## src/rtl/snp_pkg.sv

```systemverilog
`timescale 1ns/1ps
package snp_pkg;

    typedef enum logic [1:0] {LS_INV = 2'd0, LS_RO = 2'd1, LS_RW = 2'd2, LS_BUSY = 2'd3} line_st_e;
    typedef enum logic [1:0] {OP_RD = 2'd0, OP_RWITM = 2'd1, OP_WR = 2'd2, OP_INVAL = 2'd3} bus_op_e;
    typedef enum logic [1:0] {ACT_GO = 2'd0, ACT_GO_NOTE = 2'd1, ACT_RETRY = 2'd2, ACT_RSVD = 2'd3} act_e;

    // Table contents loaded at reset
    function automatic act_e reset_action(input logic [3:0] idx);
        line_st_e st;
        bus_op_e  op;
        st = line_st_e'(idx[3:2]);
        op = bus_op_e'(idx[1:0]);
        case (st)
            LS_RW:   reset_action = ACT_GO;
            LS_RO:   reset_action = (op == OP_RD) ? ACT_GO : ACT_RETRY;
            default: reset_action = ACT_RETRY;
        endcase
    endfunction

endpackage

```

## src/rtl/snp_line_state.sv

```systemverilog
`timescale 1ns/1ps
module snp_line_state
    import snp_pkg::*;
#(
    parameter int LINES = 64,
    localparam int IDX_W = $clog2(LINES)
) (
    input  logic             clk,
    input  logic             rst_n,
    input  logic             wr_en,
    input  logic [IDX_W-1:0] wr_idx,
    input  line_st_e         wr_state,
    input  logic [IDX_W-1:0] rd_idx,
    output line_st_e         rd_state
);

    line_st_e st_d [LINES];
    line_st_e st_q [LINES];

    always_comb begin
        for (int i = 0; i < LINES; i++) begin
            st_d[i] = st_q[i];
        end
        if (wr_en) begin
            st_d[wr_idx] = wr_state;
        end
    end

    always_ff @(posedge clk) begin
        for (int i = 0; i < LINES; i++) begin
            if (!rst_n) st_q[i] <= LS_INV;
            else        st_q[i] <= st_d[i];
        end
    end

    assign rd_state = st_q[rd_idx];

endmodule

```

## src/rtl/snp_action_table.sv

```systemverilog
`timescale 1ns/1ps
module snp_action_table
    import snp_pkg::*;
(
    input  logic       clk,
    input  logic       rst_n,
    input  logic       wr_en,
    input  logic [3:0] wr_idx,
    input  act_e       wr_act,
    input  line_st_e   st,
    input  bus_op_e    op,
    output act_e       act
);

    localparam int ENTRIES = 16;

    act_e tbl_d [ENTRIES];
    act_e tbl_q [ENTRIES];
    act_e raw;

    always_comb begin
        for (int i = 0; i < ENTRIES; i++) begin
            tbl_d[i] = tbl_q[i];
        end
        if (wr_en) begin
            tbl_d[wr_idx] = wr_act;
        end
    end

    always_ff @(posedge clk) begin
        for (int i = 0; i < ENTRIES; i++) begin
            if (!rst_n) tbl_q[i] <= reset_action(4'(i));
            else        tbl_q[i] <= tbl_d[i];
        end
    end

    assign raw = tbl_q[{st, op}];
    assign act = (raw == ACT_RSVD) ? ACT_RETRY : raw;

endmodule

```

## src/rtl/snp_fwd_fifo.sv

```systemverilog
`timescale 1ns/1ps
module snp_fwd_fifo
    import snp_pkg::*;
#(
    parameter int DEPTH  = 8,
    parameter int ADDR_W = 32,
    localparam int PTR_W = $clog2(DEPTH),
    localparam int CNT_W = $clog2(DEPTH + 1)
) (
    input  logic              clk,
    input  logic              rst_n,
    input  logic              push,
    input  logic [ADDR_W-1:0] push_addr,
    input  bus_op_e           push_op,
    input  logic              pop,
    output logic              out_valid,
    output logic [ADDR_W-1:0] out_addr,
    output bus_op_e           out_op,
    output logic              full,
    output logic [CNT_W-1:0]  count
);

    typedef struct packed {
        logic [ADDR_W-1:0] addr;
        bus_op_e           op;
    } fwd_ent_t;

    typedef struct packed {
        logic [PTR_W-1:0] wr;
        logic [PTR_W-1:0] rd;
        logic [CNT_W-1:0] cnt;
    } ctl_t;

    ctl_t     ctl_d, ctl_q;
    fwd_ent_t mem_d [DEPTH];
    fwd_ent_t mem_q [DEPTH];
    logic     do_push, do_pop;

    assign full      = (ctl_q.cnt == CNT_W'(DEPTH));
    assign out_valid = (ctl_q.cnt != '0);
    assign do_push   = push && !full;
    assign do_pop    = pop && out_valid;

    always_comb begin
        ctl_d = ctl_q;
        for (int i = 0; i < DEPTH; i++) begin
            mem_d[i] = mem_q[i];
        end
        if (do_push) begin
            mem_d[ctl_q.wr] = '{addr: push_addr, op: push_op};
            ctl_d.wr = (ctl_q.wr == PTR_W'(DEPTH - 1)) ? '0 : ctl_q.wr + 1'b1;
        end
        if (do_pop) begin
            ctl_d.rd = (ctl_q.rd == PTR_W'(DEPTH - 1)) ? '0 : ctl_q.rd + 1'b1;
        end
        case ({do_push, do_pop})
            2'b10:   ctl_d.cnt = ctl_q.cnt + 1'b1;
            2'b01:   ctl_d.cnt = ctl_q.cnt - 1'b1;
            default: ctl_d.cnt = ctl_q.cnt;
        endcase
    end

    always_ff @(posedge clk) begin
        if (!rst_n) ctl_q <= '0;
        else        ctl_q <= ctl_d;
        for (int i = 0; i < DEPTH; i++) begin
            mem_q[i] <= mem_d[i];
        end
    end

    assign out_addr = mem_q[ctl_q.rd].addr;
    assign out_op   = mem_q[ctl_q.rd].op;
    assign count    = ctl_q.cnt;

endmodule

```

## src/rtl/snoop_access_ctrl.sv

```systemverilog
`timescale 1ns/1ps
module snoop_access_ctrl
    import snp_pkg::*;
#(
    parameter int              ADDR_W     = 32,
    parameter int              LINE_SHIFT = 6,
    parameter int              WIN_LINES  = 64,
    parameter logic [31:0]     WIN_BASE   = 32'h0001_0000,
    parameter int              FQ_DEPTH   = 8,
    localparam int             IDX_W      = $clog2(WIN_LINES),
    localparam int             CNT_W      = $clog2(FQ_DEPTH + 1)
) (
    input  logic              clk,
    input  logic              rst_n,
    input  logic              bus_valid,
    input  logic [ADDR_W-1:0] bus_addr,
    input  logic [1:0]        bus_op,
    output logic              resp_valid,
    output logic [1:0]        resp_action,
    input  logic              sp_line_we,
    input  logic [IDX_W-1:0]  sp_line_idx,
    input  logic [1:0]        sp_line_state,
    input  logic              sp_tbl_we,
    input  logic [3:0]        sp_tbl_idx,
    input  logic [1:0]        sp_tbl_action,
    output logic              fwd_valid,
    output logic [ADDR_W-1:0] fwd_addr,
    output logic [1:0]        fwd_op,
    input  logic              fwd_pop
);

    localparam logic [ADDR_W-1:0] BASE = ADDR_W'(WIN_BASE);
    localparam logic [ADDR_W-1:0] SPAN = ADDR_W'(WIN_LINES) << LINE_SHIFT;

    typedef struct packed {
        logic              vld;
        logic              inwin;
        logic [ADDR_W-1:0] addr;
        bus_op_e           op;
        logic [IDX_W-1:0]  idx;
    } snoop_t;

    typedef struct packed {
        logic vld;
        logic inwin;
        act_e act;
    } resp_t;

    snoop_t            s1_d, s1_q;
    resp_t             rsp_d, rsp_q;
    logic [ADDR_W-1:0] offset;
    line_st_e          cur_state;
    act_e              tbl_act;
    logic              fq_full, fq_push;
    logic [CNT_W-1:0]  fq_count;
    bus_op_e           head_op;

    snp_line_state #(.LINES(WIN_LINES)) u_lines (
        .clk      (clk),
        .rst_n    (rst_n),
        .wr_en    (sp_line_we),
        .wr_idx   (sp_line_idx),
        .wr_state (line_st_e'(sp_line_state)),
        .rd_idx   (s1_q.idx),
        .rd_state (cur_state)
    );

    snp_action_table u_table (
        .clk    (clk),
        .rst_n  (rst_n),
        .wr_en  (sp_tbl_we),
        .wr_idx (sp_tbl_idx),
        .wr_act (act_e'(sp_tbl_action)),
        .st     (cur_state),
        .op     (s1_q.op),
        .act    (tbl_act)
    );

    snp_fwd_fifo #(.DEPTH(FQ_DEPTH), .ADDR_W(ADDR_W)) u_fwdq (
        .clk       (clk),
        .rst_n     (rst_n),
        .push      (fq_push),
        .push_addr (s1_q.addr),
        .push_op   (s1_q.op),
        .pop       (fwd_pop),
        .out_valid (fwd_valid),
        .out_addr  (fwd_addr),
        .out_op    (head_op),
        .full      (fq_full),
        .count     (fq_count)
    );

    assign offset = bus_addr - BASE;

    always_comb begin
        logic wants_fwd;
        // address phase capture
        s1_d.vld   = bus_valid;
        s1_d.inwin = (bus_addr >= BASE) && (offset < SPAN);
        s1_d.addr  = bus_addr;
        s1_d.op    = bus_op_e'(bus_op);
        s1_d.idx   = offset[LINE_SHIFT +: IDX_W];

        // lookup and decision
        wants_fwd  = s1_q.inwin && (tbl_act != ACT_GO);
        fq_push    = s1_q.vld && wants_fwd && !fq_full;
        rsp_d.vld   = s1_q.vld;
        rsp_d.inwin = s1_q.inwin;
        if (!s1_q.inwin)               rsp_d.act = ACT_GO;
        else if (wants_fwd && fq_full) rsp_d.act = ACT_RETRY;
        else                           rsp_d.act = tbl_act;
    end

    always_ff @(posedge clk) begin
        if (!rst_n) begin
            s1_q  <= '0;
            rsp_q <= '0;
        end else begin
            s1_q  <= s1_d;
            rsp_q <= rsp_d;
        end
    end

    assign resp_valid  = rsp_q.vld;
    assign resp_action = rsp_q.act;
    assign fwd_op      = head_op;

endmodule

```

## config.mk

```make
export PLATFORM = sky130hd
export DESIGN_NAME = snoop_access_ctrl
export DESIGN_NICKNAME = d
export VERILOG_FILES = /design/src/rtl/snp_pkg.sv /design/src/rtl/snp_line_state.sv /design/src/rtl/snp_action_table.sv /design/src/rtl/snp_fwd_fifo.sv /design/src/rtl/snoop_access_ctrl.sv
export SDC_FILE = /design/constraint.sdc
export NUM_CORES = 1
export LEC_CHECK = 0
export ABC_AREA = 1
export BUFFER_PORTS_ARGS = -buffer_cell sky130_fd_sc_hd__buf_2
export CAP_MARGIN = 25
export CORE_UTILIZATION = 45
export CTS_BUF_LIST = sky130_fd_sc_hd__clkbuf_16
export DETAILED_ROUTE_END_ITERATION = 8
export HOLD_SLACK_MARGIN = 0.03
export PLACE_DENSITY = 0.59
export SYNTH_ARGS = -nofsm -noshare
export SYNTH_HDL_FRONTEND = slang
export SYNTH_SLANG_ARGS = --single-unit
```

## constraint.sdc

```tcl
create_clock -name clk -period 5.9 [get_ports clk]
set_input_delay 1.18 -clock clk [delete_from_list [all_inputs] [get_ports clk]]
set_output_delay 1.18 -clock clk [all_outputs]
set_load 0.01 [all_outputs]
```

==> flow_metrics.env <==
export IMPL_p_switching_mw=2.61
export IMPL_nets=2375
export IMPL_final_hold_violation_count=0
export IMPL_cp_required_ps=4720
export IMPL_dieArea_mm2=0.0455
export IMPL_antenna_found_initial=1
export IMPL_cts_repair_resized=0
export IMPL_slew_headroom=0.310
export IMPL_final_common_cell="nor2_1"
export IMPL_seq_power_share=0.434
export IMPL_root_buffer="clkbuf_16"
export IMPL_intPower_mw=5.95
export IMPL_syn_avg_cell_area_um2=8.88
export IMPL_synth_ff_type="edfxtp_1"
export IMPL_cts_setup_buffers=0
export IMPL_cp_max_fo=92
export IMPL_drive_above_1_share=0.0858
export IMPL_worst_slew_pin_slew_ps=1030
export IMPL_final_core_util=0.513
export IMPL_grt_pass1_wl_mm=79.3
export IMPL_worstPathArrival_ps=3470
export IMPL_worstHoldStart="rsp_d[3]"
export IMPL_wl_mm=50.3
export IMPL_rows=77
export IMPL_setup_ws_ps=1250
export IMPL_grt_pass1_vias=15100
export IMPL_synth_fp_nets=2325
export IMPL_core_area_mm2=0.0441
export IMPL_grt_start_max_net_pins=100
export IMPL_rsz0062_at_grt="no"
export IMPL_swShare=0.305
export IMPL_clk_path_buf_depth=3
export IMPL_syn_to_final_growth_pct=12.7
export IMPL_track_usage=0.224
export IMPL_yosysWarnings=0
export IMPL_ir_worst_vdd_mv=0.225
export IMPL_fmax_mhz=215
export IMPL_synth_cell_types=30
export IMPL_clock_sinks=484
export IMPL_pin_count=92
export IMPL_overflow=0
export IMPL_h_tree_depth=2
export IMPL_dp_hpwl_mm=28.5
export IMPL_firstDrtPassIters=5
export IMPL_clk_latency_ps=610
export IMPL_period_share=0.788
export IMPL_syn_instance_count=2263
export IMPL_vias=15500
export IMPL_period_minus_slack_ps=4650
export IMPL_yosysSeqAreaShare=0.618
export IMPL_initial_utilization=0.455
export IMPL_dp_slack_ps=1610
export IMPL_gp_congestion=0.799
export IMPL_worst_setup_path_type="flop to output port"
export IMPL_crit_slowest_cell="dfxtp_4"
export IMPL_final_cell_mix="nor2_1 (668), o21ai_0 (307), edfxtp_1 (272)"
export IMPL_die_h_um=213
export IMPL_die_w_um=213
export IMPL_netlist_area_mm2=0.0201
export IMPL_postSynth_asyncResetShare=0
export IMPL_worstPathCellList="clkinv_2, buf_4, o21ai_0, o22ai_1, nor2_1, a31oi_1, buf_2"
export IMPL_ant_nets=0
export IMPL_p_leak_nw=8.63
export IMPL_crit_path_start_kind="flop"
export IMPL_clkTransAtPathRegs_ps=60
export IMPL_p_comb_frac=0.208
export IMPL_status="finished, final reports clean"
export IMPL_p_per_area_mw_per_mm2=378
export IMPL_synth_edff_count=272
export IMPL_pwr_share_clk=0.358
export IMPL_post_drt_wl_per_cell_um=17.1
export IMPL_hold_path_class="flop to flop"
export IMPL_drv_cap=0
export IMPL_first_iter_violations=1188
export IMPL_n_antenna_cell=0
export IMPL_total_power_mw=8.56
export IMPL_numCtsBuffers=51
export IMPL_cts_hold_buf=0
export IMPL_ys_ff_latch=484
export IMPL_num_fill_cells=4186
export IMPL_finClkSkew_ps=19.5
export IMPL_setup_tns_ps=0
export IMPL_finalMaxSlewViolations=0
export IMPL_cp_end_kind="output port"
export IMPL_vias_per_cell=5.26
export IMPL_r2r_start="s1_q[15]"
export IMPL_port_buffers=91
export IMPL_max_stage_delay_ps=760
export IMPL_drc=0
export IMPL_finalSetupViolations=0
export IMPL_cts_tree="built"
## cells by family (layout without fill, tap and decap cells)
group | Yosys count | in the layout | share of synthesized area
AOI/OAI and AO/OA | 391 | 391 | 0.103
DFF | 484 | 484 | 0.618
buffers and inverters | 306 | 398 | 0.0605
xor gates and xnor gates | 1 | 1 | 0.000436
and+or+nand+nor | 1073 | 1073 | 0.213
adders and majority gates | 8 | 8 | 0.00536
## worst max-delay path, delay by kind of cell (launching register included)
kind | cells | cell delay [ps]
buffers and inverters | 3 | 1470
DFF | 1 | 760
AOI/OAI and AO/OA | 3 | 480
and+or+nand+nor | 1 | 100
## final timing paths
path                                             to  depth (start not counted)  slack [ps]
worst max-delay path                   fwd_addr[16]                          7        1250
worst min-delay path                     resp_valid                          2         430
worst max register to register  u_fwdq.mem_q[1][11]                         16        1590
worst min register to register           resp_valid                          2         430
## stage by stage
step,instance area (um2),hold WS [ps],instances
detailed placement,21000,424,2850
finish,22600,428,2947
CTS,22600,431,2945
global route,22600,465,2947
floorplan,20100,407,2263
global placement,21000,423,2850
## routing by layer
layer / GRT usage / part of all wire
met2: 0.385 / 0.48
met1: 0.290 / 0.45
met3: 0.0412 / 0.052
met5: 0 / 0
met4: 0.0603 / 0.024
## cell type report
cell class	instances	area, um2	area share
clock buffers	53	1330	0.0586
clock inverters	42	288	0.0127
inverters	188	707	0.0312
multi-input cells	1473	6500	0.287
flip-flops and latches	484	12400	0.548
well taps	592	741	0.0327
repair buffers	115	663	0.0293
## synth_stat cells, types with 2 or more instances
library cell  count  area, um2
nor3_1           27        135
buf_6             5       56.3
clkbuf_1         80        300
inv_1           184        691
ha_1              7       87.6
a21oi_1           4       20.0
a31oi_1          35        219
nand3_1         136        681
dfxtp_1         212       4240
clkinv_1          2       7.51
o21ai_0         307       1540
nand4_1           3       18.8
nand2_2           3       18.8
nand3_2           2       20.0
o22ai_1          42        263
nor2_1          668       2510
buf_4             2       15.0
buf_1            14       52.6
nand2_1         229        860
edfxtp_1        272       8170
inv_2             2       7.51
nor4_1            3       18.8
buf_2            17       85.1
## power groups by stage
stage               clock network [mW]  logic [mW]  registers [mW]
global placement                     0        1.77            3.79
detailed placement                   0        1.79            3.79
CTS                               3.13        1.79            3.71
global route                      3.27        2.01            3.72
finish                            3.07        1.78            3.71
floorplan                            0        1.21            3.71
## registers in the layout, summed over array words and instances (netlist names), named ones only
name           cells
s1_q              34
rsp_d              2
resp_action        2
u_lines.st_q     128
resp_valid         1
u_fwdq.mem_q     272
u_table.tbl_q     32
u_fwdq.count       4
u_fwdq.ctl_q       6
Power figures use the tool's default switching activity.
